`src/rtl/mtx_pkg.sv`:
```
package mtx_pkg;

   // register layout: fixed field positions of the configuration word
   localparam int PLEN_W   = 4;
   localparam int PLEN_LSB = 0;
   localparam int PAT_LSB  = 8;
   localparam int POL_BIT  = 12;
   localparam int CFG_MIN_W = POL_BIT + 1;

   typedef enum logic [1:0] {
      PAT_ONES  = 2'd0,
      PAT_ZEROS = 2'd1,
      PAT_LOHI  = 2'd2,
      PAT_HILO  = 2'd3
   } pat_e;

   typedef struct packed {
      logic              pol;
      pat_e              pat;
      logic [PLEN_W-1:0] plen;
   } mtx_cfg_t;

   // preamble bit for a given pattern and preamble bit parity
   function automatic logic pre_bit(input pat_e pat, input logic odd);
      case (pat)
         PAT_ONES:  pre_bit = 1'b1;
         PAT_ZEROS: pre_bit = 1'b0;
         PAT_LOHI:  pre_bit = odd;
         default:   pre_bit = ~odd;
      endcase
   endfunction

endpackage

```
`src/rtl/mtx_cfg_reg.sv`:
```
module mtx_cfg_reg
   import mtx_pkg::*;
#(
   parameter int CFG_W = 16
) (
   input  logic             clk,
   input  logic             rst_n,
   input  logic             we,
   input  logic             wp,
   input  logic [CFG_W-1:0] wdata,
   output mtx_cfg_t         cfg,
   output logic [CFG_W-1:0] rdata
);

   logic unused_wbits;
   assign unused_wbits = ^wdata;

   always_ff @(posedge clk or negedge rst_n) begin
      if (!rst_n) begin
         cfg <= '0;
      end else if (we && !wp) begin
         cfg.plen <= wdata[PLEN_LSB +: PLEN_W];
         cfg.pat  <= pat_e'(wdata[PAT_LSB +: 2]);
         cfg.pol  <= wdata[POL_BIT];
      end
   end

   always_comb begin
      rdata = '0;
      rdata[PLEN_LSB +: PLEN_W] = cfg.plen;
      rdata[PAT_LSB +: 2]       = cfg.pat;
      rdata[POL_BIT]            = cfg.pol;
   end

endmodule

```
`src/rtl/mtx_seq.sv`:
```
module mtx_seq
   import mtx_pkg::*;
#(
   parameter int DATA_W = 8
) (
   input  logic              clk,
   input  logic              rst_n,
   input  logic              half_tick,
   input  logic              s_valid,
   input  logic [DATA_W-1:0] s_data,
   input  mtx_cfg_t          cfg,
   output logic              s_ready,
   output logic              busy,
   output logic              phase,
   output logic              in_pre,
   output logic              idx_odd,
   output logic              data_lsb,
   output mtx_cfg_t          snap
);

   localparam int MAX_PL = (1 << PLEN_W) - 1;
   localparam int IDX_W  = $clog2(MAX_PL + DATA_W + 1);
   localparam logic [IDX_W-1:0] DATA_LAST = IDX_W'(DATA_W - 1);

   logic [IDX_W-1:0]  idx_q;
   logic [DATA_W-1:0] sh_q;
   logic              busy_q;
   logic              phase_q;
   logic [IDX_W-1:0]  pl_ext;
   logic              last_bit;
   logic              accept;

   assign pl_ext   = IDX_W'(snap.plen);
   assign in_pre   = idx_q < pl_ext;
   assign last_bit = idx_q == (pl_ext + DATA_LAST);
   assign accept   = s_valid && !busy_q;

   always_ff @(posedge clk or negedge rst_n) begin
      if (!rst_n) begin
         busy_q  <= 1'b0;
         phase_q <= 1'b0;
         idx_q   <= '0;
         sh_q    <= '0;
         snap    <= '0;
      end else if (accept) begin
         busy_q  <= 1'b1;
         phase_q <= 1'b0;
         idx_q   <= '0;
         sh_q    <= s_data;
         snap    <= cfg;
      end else if (busy_q && half_tick) begin
         if (!phase_q) begin
            phase_q <= 1'b1;
         end else begin
            phase_q <= 1'b0;
            if (!in_pre) begin
               sh_q <= sh_q >> 1;
            end
            if (last_bit) begin
               busy_q <= 1'b0;
            end else begin
               idx_q <= idx_q + 1'b1;
            end
         end
      end
   end

   assign s_ready  = !busy_q;
   assign busy     = busy_q;
   assign phase    = phase_q;
   assign idx_odd  = idx_q[0];
   assign data_lsb = sh_q[0];

endmodule

```
`src/rtl/mtx_symbol.sv`:
```
module mtx_symbol
   import mtx_pkg::*;
(
   input  logic in_pre,
   input  logic idx_odd,
   input  logic data_lsb,
   input  pat_e pat,
   output logic sym
);

   always_comb begin
      if (in_pre) begin
         sym = pre_bit(pat, idx_odd);
      end else begin
         sym = data_lsb;
      end
   end

endmodule

```
`src/rtl/mtx_coder.sv`:
```
module mtx_coder #(
   parameter bit IDLE_LVL = 1'b1
) (
   input  logic busy,
   input  logic phase,
   input  logic sym,
   input  logic pol,
   output logic line
);

   logic first_half;

   assign first_half = sym ^ pol;

   generate
      if (IDLE_LVL) begin : g_idle_hi
         assign line = busy ? (phase ? ~first_half : first_half) : 1'b1;
      end else begin : g_idle_lo
         assign line = busy ? (phase ? ~first_half : first_half) : 1'b0;
      end
   endgenerate

endmodule

```
`src/rtl/mtx_top.sv`:
```
module mtx_top
   import mtx_pkg::*;
#(
   parameter int CFG_W    = 16,
   parameter int DATA_W   = 8,
   parameter bit IDLE_LVL = 1'b1
) (
   input  logic              clk,
   input  logic              rst_n,
   input  logic              half_tick,
   input  logic              cfg_we,
   input  logic [CFG_W-1:0]  cfg_wdata,
   input  logic              wp_en,
   output logic [CFG_W-1:0]  cfg_rdata,
   input  logic              s_valid,
   input  logic [DATA_W-1:0] s_data,
   output logic              s_ready,
   output logic              line_out,
   output logic              busy
);

   generate
      if (CFG_W < CFG_MIN_W) begin : g_bad_cfg_w
         $error("CFG_W too small for the configuration fields");
      end
      if (DATA_W < 1) begin : g_bad_data_w
         $error("DATA_W must be positive");
      end
   endgenerate

   mtx_cfg_t cfg_q;
   mtx_cfg_t snap;
   logic     phase;
   logic     in_pre;
   logic     idx_odd;
   logic     data_lsb;
   logic     sym;

   mtx_cfg_reg #(.CFG_W(CFG_W)) u_cfg (
      .clk   (clk),
      .rst_n (rst_n),
      .we    (cfg_we),
      .wp    (wp_en),
      .wdata (cfg_wdata),
      .cfg   (cfg_q),
      .rdata (cfg_rdata)
   );

   mtx_seq #(.DATA_W(DATA_W)) u_seq (
      .clk       (clk),
      .rst_n     (rst_n),
      .half_tick (half_tick),
      .s_valid   (s_valid),
      .s_data    (s_data),
      .cfg       (cfg_q),
      .s_ready   (s_ready),
      .busy      (busy),
      .phase     (phase),
      .in_pre    (in_pre),
      .idx_odd   (idx_odd),
      .data_lsb  (data_lsb),
      .snap      (snap)
   );

   mtx_symbol u_sym (
      .in_pre   (in_pre),
      .idx_odd  (idx_odd),
      .data_lsb (data_lsb),
      .pat      (snap.pat),
      .sym      (sym)
   );

   mtx_coder #(.IDLE_LVL(IDLE_LVL)) u_coder (
      .busy  (busy),
      .phase (phase),
      .sym   (sym),
      .pol   (snap.pol),
      .line  (line_out)
   );

endmodule

```
`config.mk`:
```
export PLATFORM = sky130hd
export DESIGN_NAME = mtx_top
export DESIGN_NICKNAME = d
export VERILOG_FILES = /design/src/rtl/mtx_pkg.sv /design/src/rtl/mtx_cfg_reg.sv /design/src/rtl/mtx_seq.sv /design/src/rtl/mtx_symbol.sv /design/src/rtl/mtx_coder.sv /design/src/rtl/mtx_top.sv
export SDC_FILE = /design/constraint.sdc
export NUM_CORES = 1
export LEC_CHECK = 0
export CAP_MARGIN = 40
export CORE_UTILIZATION = 54
export CTS_CLUSTER_DIAMETER = 80
export CTS_CLUSTER_SIZE = 40
export DETAILED_ROUTE_END_ITERATION = 8
export DONT_BUFFER_PORTS = 1
export GPL_TIMING_DRIVEN = 0
export PLACE_DENSITY = 0.71
export SLEW_MARGIN = 10
export SYNTH_ARGS = -nofsm -noshare
export SYNTH_HDL_FRONTEND = slang
export SYNTH_HIERARCHICAL = 1
export SYNTH_SLANG_ARGS = --single-unit
```
`constraint.sdc`:
```
create_clock -name clk -period 4.1 [get_ports clk]
set_input_delay 0.82 -clock clk [delete_from_list [all_inputs] [get_ports clk]]
set_output_delay 0.82 -clock clk [all_outputs]
set_load 0.01 [all_outputs]
```
==> key figures <==
Pwr
  – Pwr dens: between 700 and 800 nW/um^2
  – LEAKAGE: around 0.87 nW
  – Clock power share: about an eighth
  – Cell-internal power: approximately 870 uW
  – Tot Pwr: ~1.5 mW
  – Switching portion of total power: between 40% and 50%
  – VDD IR max: around 0.57 mV
  – Reg power frac: 33.1%
  – Psw: about 630 uW
  – Comb pwr share: 55.1%

Placement
  – Placed inst area: 1868 sq um
  – HPWL reported at the end of detailed placement: 2362 microns
  – Buffers on Ports: 0
  – GPL Wtd Cong: roughly 0.84

Worst setup path
  – CP Depth: 10
  – Startpoint types: register
  – Largest delay share family, worst path: simple AND/OR/NAND/NOR gates
  – Type of the worst setup path: reg -> out
  – Critical path destination: line_out
  – RR Startpoint: u_seq/idx_q[1]$_DFFE_PN0P_
  – Cell mode on critical path: o21a_1
  – Worst setup EP type: output port
  – Maximum fanout along the worst path: 9
  – Setup slack, reg-to-reg: between 2000 and 2500 ps
  – Crit path from: u_seq/idx_q[1]$_DFFE_PN0P_
  – R2r endpoint: u_seq/sh_q[0]$_DFFE_PN0P_
  – CP arrival: about 2700 ps
  – Slowest cell on the critical path: dfrtp_1
  – CP Cell Sequence: ha_1, nor2b_1, o21a_1, o21a_1, clkbuf_1, nor2_1, nand2b_1, o221ai_2, xnor3_1, nand2_1
  – WP buf/inv: 1
  – Cells on worst reg2reg path: 7
  – Slowest stage delay, CP: around 450 ps
  – CP required: ~3300 ps

Clock tree
  – Post-CTS setup buffer count: 0
  – CTS clk-pin slew, worst paths: 90 ps
  – Hold-fix buffers, CTS: 0
  – CTS sink count: 29
  – CTS buffer count: 5
  – CTS tree: built
  – Htree depth: 2
  – Clock Latency Late Sink: roughly 330 ps
  – Clock root buffer: clkbuf_4
  – Resize count post-CTS: 0
  – CTS max path bufs: 2

Finish
  – Post-route cell area: a little under 2000 sq um
  – Fin util: between 60% and 70%
  – Share of layout cells above drive strength 1: 24.73%
  – Commonest non-fill, non-tap cell in the layout: dfrtp_1
  – Fill count: ~270
  – Area of the multi-input gates: slightly below 900 sq um
  – Ant. Diodes: 0
  – Commonest cells after routing, fill and taps aside: dfrtp_1 (29), buf_4 (18), nor2_1 (12)
  – Final nets: between 200 and 250
  – Area delta synth->final: 7.859%
  – Register area: 725.7 sq um

Yosys
  – Synth Register Bits: 29
  – Unique cell type count in the Yosys netlist: 41
  – EDFF count, synth: 0
  – Async set-reset flop share out of synthesis: 100.0%
  – Area contributors post-synth: dfrtp_1 (41%), buf_4 (7.6%), mux2_4 (5.9%), mux2_2 (4.4%), ha_1 (4.2%)
  – Syn_area_per_cell: ~10 sq um
  – Synth area leader: dfrtp_1
  – Warnings from Yosys: 6
  – Synth Flop Type: dfrtp_1
  – Mapped Area: 1783 sq um
  – Cells after Synth: roughly 170
  – Sequential-to-total area share from yosys stat: 40.70%
  – Post-synth top area share: about two fifths

STA
  – Final Hold Fails: 0
  – Final setup viols: 0
  – Peak Freq: roughly 280 MHz
  – Final worst path period share: a little under 90%
  – Clock Skew: between 4 and 5 ps
  – Slew @ Worst Pin: 565.2 ps
  – Max_slew headroom: 62.07%
  – RSZ-0062 raised after global routing: no
  – Setup_tns: 0 ps
  – Max-slew violations: 0
  – Post-route minimum period: 3551 ps

Outcome
  – Run status: finished, final reports clean

Run
  – Maxcap violations: 0

Die
  – Die width: roughly 59 microns
  – Initial core utilization: 57.46%
  – Core area: ~3100 sq um
  – FP Rows: 20
  – Die ar.: roughly 3500 sq um
  – # IOs: 49
  – Die H: between 50 and 60 microns

GRT
  – Largest net degree at the start of global routing: 30
  – Vias in the first global route: between 1,000 and 1,500
  – Grt ovf: 0
  – Global-route wire length before repair: between 5000 and 6000 microns
  – GRT Total Usage: roughly a fifth
  – Initial antenna violation count: 0

Drt
  – Final wirelength: between 3000 and 4000 microns
  – Initial drt markers: 56
  – Vias post-DR: between 1,000 and 1,500
  – Pre-antenna DRT Iters: 4
  – Avg Vias per Cell: ~5.6
  – Routed Antenna Nets: 0
  – DRC Markers: 0
  – Routed wire per std cell: between 10 and 15 microns

Hold path
  – Min-delay worst type: in -> async
how the worst min path moves through the flow:
stage | start | slack, ps | end
after floorplan | u_seq/snap[6]$_DFFE_PN0P_ | 480 | u_seq/snap[6]$_DFFE_PN0P_
after global placement | u_seq/snap[6]$_DFFE_PN0P_ | 500 | u_seq/snap[6]$_DFFE_PN0P_
after detailed placement | u_seq/snap[6]$_DFFE_PN0P_ | 500 | u_seq/snap[6]$_DFFE_PN0P_
after CTS | rst_n | 160 | u_cfg/cfg[5]$_DFFE_PN0P_
after global routing | rst_n | 150 | u_seq/sh_q[6]$_DFFE_PN0P_
final | rst_n | 170 | u_cfg/cfg[5]$_DFFE_PN0P_
power groups by stage:
stage	Clock (mW)	Combinational (mW)	Sequential, mW
3_5_place_dp	0	0.822	0.500
3_3_place_gp	0	0.789	0.494
4_1_cts	0.185	0.826	0.495
5_1_grt	0.194	0.918	0.511
6_report	0.178	0.827	0.497
2_1_floorplan	0	0.696	0.471
Yosys cell counts, types with 2 or more instances:
cell type and n:
nor2_1 12, nand2b_1 2, inv_1 8, a22oi_1 6, nand3_1 3, o21a_1 2, o21ai_1 3, dfrtp_1 29
a31oi_1 7, xnor2_1 5, ha_1 6, o211ai_1 9, mux2_2 7, nor2b_1 2, nand2_1 9, o31ai_1 2
a21oi_1 3, buf_4 18, mux2_4 7, nor3b_1 6, clkbuf_1 5
final cells by class:
class / instances / share of cell area, %
buffer: 24 / 8.588
clock buffer: 7 / 2.863
inverter: 8 / 1.561
multi-input combinational: 118 / 46.39
sequential: 29 / 37.74
tap: 44 / 2.863
worst register-to-register path: stages (launching register included):
cell and delay [ps]:
dfrtp_1 450, ha_1 300, nor2b_1 130, o21a_1 140, o21a_1 110, clkbuf_1 330, a2bb2oi_1 230, a31oi_1 100
routing by layer:
| metal | wire (microns) | part of all wire (%) | track usage, % | vias up |
|---|---|---|---|---|
| li1 | - | - | - | 615 |
| met1 | 1562 | 47 | 27.89 | 605 |
| met2 | 1501 | 45 | 31.78 | 53 |
| met3 | 188 | 5.7 | 4.585 | 7 |
| met4 | 69 | 2.1 | 11.56 | 0 |
| met5 | 0 | 0 | 0 | - |
cell families after synthesis:
| kind of cell | count (synthesis) | synth area share (%) |
|---|---|---|
| other cells | 1 | 0.2103 |
| simple gates | 43 | 13.54 |
| buf+inv | 32 | 10.95 |
| compound gates | 38 | 15.30 |
| xor+xnor | 7 | 4.210 |
| mux | 15 | 10.88 |
| flops | 29 | 40.70 |
| fa+ha+maj | 6 | 4.210 |
registers in the layout, indices dropped and copies added (netlist names):
name and cells:
u_seq/phase 1, u_cfg/cfg 7, u_seq/busy 1, u_seq/sh_q 8, u_seq/idx_q 5, u_seq/snap 7
through the flow:
stage / hold WS (ps) / setup WS [ps] / std cells
floorplan: 481.3 / 1142 / 179
global placement: 499.7 / 952.0 / 223
detailed placement: 501.0 / 904.3 / 223
CTS: 156.6 / 522.3 / 230
global route: 153.6 / 409.3 / 230
finish: 174.6 / 549.3 / 230
Power figures use the tool's default switching activity.
